**config.mk**
```make
export PLATFORM = sky130hd
export DESIGN_NAME = stripe_mapper
export DESIGN_NICKNAME = d
export VERILOG_FILES = /design/src/rtl/stripe_mapper_pkg.sv /design/src/rtl/stripe_mapper_ctrl.sv /design/src/rtl/stripe_mapper_dp.sv /design/src/rtl/stripe_mapper.sv
export SDC_FILE = /design/constraint.sdc
export NUM_CORES = 1
export LEC_CHECK = 0
export ABC_CLOCK_PERIOD_IN_PS = 11400
export BUFFER_PORTS_ARGS = -buffer_cell sky130_fd_sc_hd__buf_2
export CORE_AREA = 3 3 101 74
export DETAILED_ROUTE_END_ITERATION = 6
export DIE_AREA = 0 0 104 77
export PLACE_DENSITY = 0.82
export RECOVER_POWER = 50
export SLEW_MARGIN = 10
export SYNTH_ARGS = -nofsm -noshare
export SYNTH_HDL_FRONTEND = slang
export SYNTH_SLANG_ARGS = --single-unit
```
**constraint.sdc**
```tcl
create_clock -name clk -period 11.4 [get_ports clk]
set_input_delay 2.28 -clock clk [delete_from_list [all_inputs] [get_ports clk]]
set_output_delay 2.28 -clock clk [all_outputs]
set_load 0.05 [all_outputs]
```
**src/rtl/stripe_mapper_pkg.sv**
```systemverilog
package stripe_mapper_pkg;

  typedef enum logic [1:0] {
    LAYOUT_PLAIN  = 2'b00,
    LAYOUT_FIXED  = 2'b01,
    LAYOUT_ROTATE = 2'b10,
    LAYOUT_BAD    = 2'b11
  } layout_e;

  typedef struct packed {
    logic load;
    logic selPlain;
    logic selFixed;
    logic selRotate;
    logic selBad;
  } map_ctrl_t;

endpackage

```
**src/rtl/stripe_mapper_ctrl.sv**
```systemverilog
module stripe_mapper_ctrl
  import stripe_mapper_pkg::*;
(
  input  logic       clk,
  input  logic       rst_n,
  input  logic       inValid,
  input  logic [1:0] mode,
  output map_ctrl_t  ctrl,
  output logic       outValid
);

  layout_e layout;
  assign layout = layout_e'(mode);

  always_comb begin
    ctrl           = '0;
    ctrl.load      = inValid;
    ctrl.selPlain  = (layout == LAYOUT_PLAIN);
    ctrl.selFixed  = (layout == LAYOUT_FIXED);
    ctrl.selRotate = (layout == LAYOUT_ROTATE);
    ctrl.selBad    = (layout == LAYOUT_BAD);
  end

  always_ff @(posedge clk) begin
    if (!rst_n) outValid <= 1'b0;
    else        outValid <= inValid;
  end

  AST_VALID_FOLLOWS: assert property (@(posedge clk) disable iff (!rst_n)
    inValid |=> outValid);
  AST_VALID_DROPS: assert property (@(posedge clk) disable iff (!rst_n)
    !inValid |=> !outValid);

endmodule

```
**src/rtl/stripe_mapper_dp.sv**
```systemverilog
module stripe_mapper_dp
  import stripe_mapper_pkg::*;
#(
  parameter int unsigned NUM_DISKS = 5,
  parameter int unsigned UNIT_W    = 16,
  localparam int unsigned DISK_W   = $clog2(NUM_DISKS)
) (
  input  logic              clk,
  input  logic              rst_n,
  input  map_ctrl_t         ctrl,
  input  logic [UNIT_W-1:0] unitNum,
  output logic [DISK_W-1:0] diskIdx,
  output logic [UNIT_W-1:0] rowNum,
  output logic [DISK_W-1:0] parityIdx,
  output logic              parityPresent,
  output logic              modeErr
);

  localparam int unsigned DATA_PER_ROW = NUM_DISKS - 1;
  localparam bit          ROW_POW2     = ((DATA_PER_ROW & (DATA_PER_ROW - 1)) == 0);
  localparam int unsigned ROW_SHIFT    = $clog2(DATA_PER_ROW);

  logic [UNIT_W-1:0] plainRow;
  logic [DISK_W-1:0] plainDisk;
  logic [UNIT_W-1:0] parRow;
  logic [DISK_W-1:0] parSlot;
  logic [DISK_W-1:0] rowPhase;
  logic [DISK_W-1:0] rotParity;
  logic [DISK_W-1:0] rotDisk;

  assign plainRow  = unitNum / UNIT_W'(NUM_DISKS);
  assign plainDisk = DISK_W'(unitNum % UNIT_W'(NUM_DISKS));

  generate
    if (ROW_POW2) begin : g_row_shift
      assign parRow  = unitNum >> ROW_SHIFT;
      assign parSlot = DISK_W'(unitNum & UNIT_W'(DATA_PER_ROW - 1));
    end else begin : g_row_div
      assign parRow  = unitNum / UNIT_W'(DATA_PER_ROW);
      assign parSlot = DISK_W'(unitNum % UNIT_W'(DATA_PER_ROW));
    end
  endgenerate

  assign rowPhase  = DISK_W'(parRow % UNIT_W'(NUM_DISKS));
  assign rotParity = DISK_W'(NUM_DISKS - 1) - rowPhase;
  assign rotDisk   = (parSlot < rotParity) ? parSlot : parSlot + DISK_W'(1);

  always_ff @(posedge clk) begin
    if (!rst_n) begin
      diskIdx       <= '0;
      rowNum        <= '0;
      parityIdx     <= '0;
      parityPresent <= 1'b0;
      modeErr       <= 1'b0;
    end else if (ctrl.load) begin
      diskIdx       <= '0;
      rowNum        <= '0;
      parityIdx     <= '0;
      parityPresent <= 1'b0;
      modeErr       <= ctrl.selBad;
      if (ctrl.selPlain) begin
        diskIdx <= plainDisk;
        rowNum  <= plainRow;
      end else if (ctrl.selFixed) begin
        diskIdx       <= parSlot;
        rowNum        <= parRow;
        parityIdx     <= DISK_W'(NUM_DISKS - 1);
        parityPresent <= 1'b1;
      end else if (ctrl.selRotate) begin
        diskIdx       <= rotDisk;
        rowNum        <= parRow;
        parityIdx     <= rotParity;
        parityPresent <= 1'b1;
      end
    end
  end

  AST_DATA_OFF_PARITY: assert property (@(posedge clk) disable iff (!rst_n)
    parityPresent |-> (diskIdx != parityIdx));
  AST_DISK_RANGE: assert property (@(posedge clk) disable iff (!rst_n)
    (diskIdx < DISK_W'(NUM_DISKS)) && (parityIdx < DISK_W'(NUM_DISKS)));
  AST_ERR_ZERO: assert property (@(posedge clk) disable iff (!rst_n)
    modeErr |-> (diskIdx == '0 && rowNum == '0 && parityIdx == '0 && !parityPresent));
  AST_HOLD_IDLE: assert property (@(posedge clk) disable iff (!rst_n)
    !ctrl.load |=> ($stable(rowNum) && $stable(diskIdx) && $stable(parityIdx)));

endmodule

```
**src/rtl/stripe_mapper.sv**
```systemverilog
module stripe_mapper
  import stripe_mapper_pkg::*;
#(
  parameter int unsigned NUM_DISKS = 5,
  parameter int unsigned UNIT_W    = 16,
  localparam int unsigned DISK_W   = $clog2(NUM_DISKS)
) (
  input  logic              clk,
  input  logic              rst_n,
  input  logic              in_valid,
  input  logic [UNIT_W-1:0] unit_num,
  input  logic [1:0]        mode,
  output logic              out_valid,
  output logic [DISK_W-1:0] disk_idx,
  output logic [UNIT_W-1:0] row_num,
  output logic [DISK_W-1:0] parity_idx,
  output logic              parity_present,
  output logic              mode_err
);

  map_ctrl_t ctrl;

  stripe_mapper_ctrl u_ctrl (
    .clk      (clk),
    .rst_n    (rst_n),
    .inValid  (in_valid),
    .mode     (mode),
    .ctrl     (ctrl),
    .outValid (out_valid)
  );

  stripe_mapper_dp #(
    .NUM_DISKS (NUM_DISKS),
    .UNIT_W    (UNIT_W)
  ) u_dp (
    .clk           (clk),
    .rst_n         (rst_n),
    .ctrl          (ctrl),
    .unitNum       (unit_num),
    .diskIdx       (disk_idx),
    .rowNum        (row_num),
    .parityIdx     (parity_idx),
    .parityPresent (parity_present),
    .modeErr       (mode_err)
  );

endmodule

```
==> results.ini <==
[grt]
grt_pass1_wl_mm = 18.40
grt_pass1_vias = 3795
overflow = 0
grt_util_all_layers = 0.2620
grt_start_max_net_pins = 44
antenna_found_initial = 0

[cts]
htree_levels = 1
cts_resized = 0
ctsHoldBuffers = 0
clkSinkCount = 23
clk_pin_slew_worst_paths_ns = 0.08
clk_latency_ns = 0.27
cts-root-buf = clkbuf_8
cts-buffers-inserted = 3
post-cts-setup-buffers = 0
clockBufferDepth = 2
cts_tree = built

[critical_path]
end_kind = register
start_kind = input port
r2r-start = u_dp.diskIdx[0]$_SDFFE_PN0P_
cp-startpoint = unit_num[15]
r2r_cells = 2
cp_slowest_cell = a311oi_2
cp_data_required_time_ns = 11.48
crit_buf_inv = 2
path_depth = 30
crit_arrival_ns = 9.70
cp_top_family = compound AO/OA/AOI/OAI gates
max_stage_delay_ns = 0.80
crit_fanout = 24
crit_top_cell = ha_1
critPathKind = in2reg

[timing]
tightest_slew_ns = 1.780
period_needed_ns = 9.622
fmax_mhz = 103.9
hold_violations = 0
whs_ns = 0.4848
rsz0062_at_grt = false
setup_violations = 0
slew_headroom = -0.1864
final-max-slew-violation-count = 44
setup_tns_ns = 0
clock_skew_ns = 0
period_share = 0.8440

[detailed_routing]
drc = 0
firstDrtPassIters = 5
viasPerCell = 6.901
wl_mm = 10.89
wl_per_cell_um = 17.67
antenna_left = 0
num_vias = 4251
drt_iter0_drc = 454

[yosys]
yosys-top-cells-area = dfxtp_1 (12%), ha_1 (5.5%), nand2_1 (4.4%)
synthArstFlopShare = 0
ys_types = 104
netlist_area_um2 = 3875
syn_inst = 519
synth_edf_count = 0
synth_top_area_share = 0.1188
ys_seq_elements = 23
synth_ff_type = dfxtp_1
yosysSeqAreaShare = 0.1188
avgSynthCellArea_um2 = 7.466
yosysTopAreaCell = dfxtp_1
yosys_warnings = 0

[finish]
multiInputGateArea_um2 = 3103
drive_above_1_share = 0.1303
area_growth_pct = 2.906
final_util = 0.6013
finalInstanceArea_um2 = 3988
fillers = 624
seq_area_um2 = 460.4
antenna_cells = 0
nNetsFinal = 561

[placement]
io_buffers = 43
dpl_cell_area_um2 = 3968
gp_congestion = 0.9283
dp_hpwl_mm = 7.904

[status]
violations = capacitance limit, slew limit
status = complete, but fails checks

[worst_hold_path]
hold_depth = 2
min_path_type = reg2reg
hp-start = u_dp.diskIdx[1]$_SDFFE_PN0P_

[run]
maxCapViolCount = 1

[pwr]
power_density_nw_per_um2 = 120.0
max-vdd-ir-drop_v = 0.0001252
cellLeakagePower_nw = 1.552
power_mw = 0.4785

[floorplanning]
num_io_pins = 46
die_area_um2 = 8008
start_util = 0.5843
std_cell_rows = 25
chipHeight_um = 77
die_x_um = 104
core_um2 = 6631

==> sequential cells by signal, indices dropped and copies added, names as in the netlist <==
register / count
u_dp.parityPresent: 1
u_dp.diskIdx: 3
u_dp.rowNum: 14
u_dp.parityIdx: 3
u_dp.modeErr: 1
u_ctrl.outValid: 1
==> worst min-delay path, cell delays in order, from the launching register on <==
cell,delay [ns]
dfxtp_1,0.32
nand2_1,0.06
o22ai_1,0.06
==> cell families after synthesis <==
| kind of cell | Yosys count | synth area share |
|---|---|---|
| AO/OA/AOI/OAI | 190 | 0.4023 |
| XOR/XNOR | 14 | 0.03164 |
| adder cells (fa/ha/maj) | 21 | 0.06587 |
| buffers and inverters | 64 | 0.08137 |
| flip-flops | 23 | 0.1188 |
| multiplexers | 9 | 0.02357 |
| other | 1 | 0.0009678 |
| AND/OR/NAND/NOR | 197 | 0.2754 |
==> layout by cell type (no fill, tap or decap), types with 13 or more instances in the layout <==
cell type and instances:
nand2_1 45, nor2_1 40, a21oi_1 26, o21ai_0 23
dfxtp_1 23, buf_2 22, clkbuf_1 21, nand3_1 20
o211ai_1 19, ha_1 17, inv_1 16, nor3_1 14
nand2b_1 13
==> cell usage after synthesis, drive strengths merged, types with 8 or more instances <==
| cell | instances |
|---|---|
| dfxtp | 23 |
| a21oi | 26 |
| nand2 | 49 |
| nor2 | 42 |
| ha | 17 |
| buf | 22 |
| a31oi | 10 |
| o21ai | 33 |
| clkbuf | 23 |
| nand2b | 13 |
| inv | 17 |
| mux2i | 8 |
| o211ai | 19 |
| nand3 | 20 |
| nor3 | 15 |
| a211oi | 9 |
| xnor2 | 10 |
| o211a | 12 |
| and3 | 10 |
==> metal layers <==
layer	vias to the layer above	routed length, um	track usage
met5	-	0	0
met4	0	193	0.05976
met3	33	1028	0.04205
met2	261	4713	0.3956
met1	1961	4951	0.3882
li1	1996	-	-
==> area by class of cell <==
cell class | count | share of cell area
Inverter | 19 | 0.01789
Timing Repair Buffer | 43 | 0.04738
Clock inverter | 1 | 0.001255
Multi-Input combinational cell | 433 | 0.7782
Sequential cell | 23 | 0.1155
Tap cell | 94 | 0.02949
Clock buffer | 3 | 0.01035
==> metrics by stage <==
stage | cells | worst slack (ns)
finish | 616 | 1.778
detailed placement | 612 | 1.636
CTS | 616 | 1.926
global placement | 612 | 1.971
global route | 616 | 1.116
floorplan | 520 | 3.013
==> worst paths after layout <==
path	to	slack, ns
worst max-delay path	u_dp.diskIdx[1]$_SDFFE_PN0P_	1.78
worst min-delay path	u_dp.diskIdx[1]$_SDFFE_PN0P_	0.48
worst min register to register	u_dp.diskIdx[1]$_SDFFE_PN0P_	0.48
worst max register to register	u_dp.diskIdx[0]$_SDFFE_PN0P_	10.56
==> power by group <==
part | internal (mW) | switching [mW] | total, mW
clock | 0.0244 | 0.0276 | 0.0520
combinational | 0.121 | 0.216 | 0.337
sequential | 0.0866 | 0.00323 | 0.0898
(Power assumes the default switching activity.)
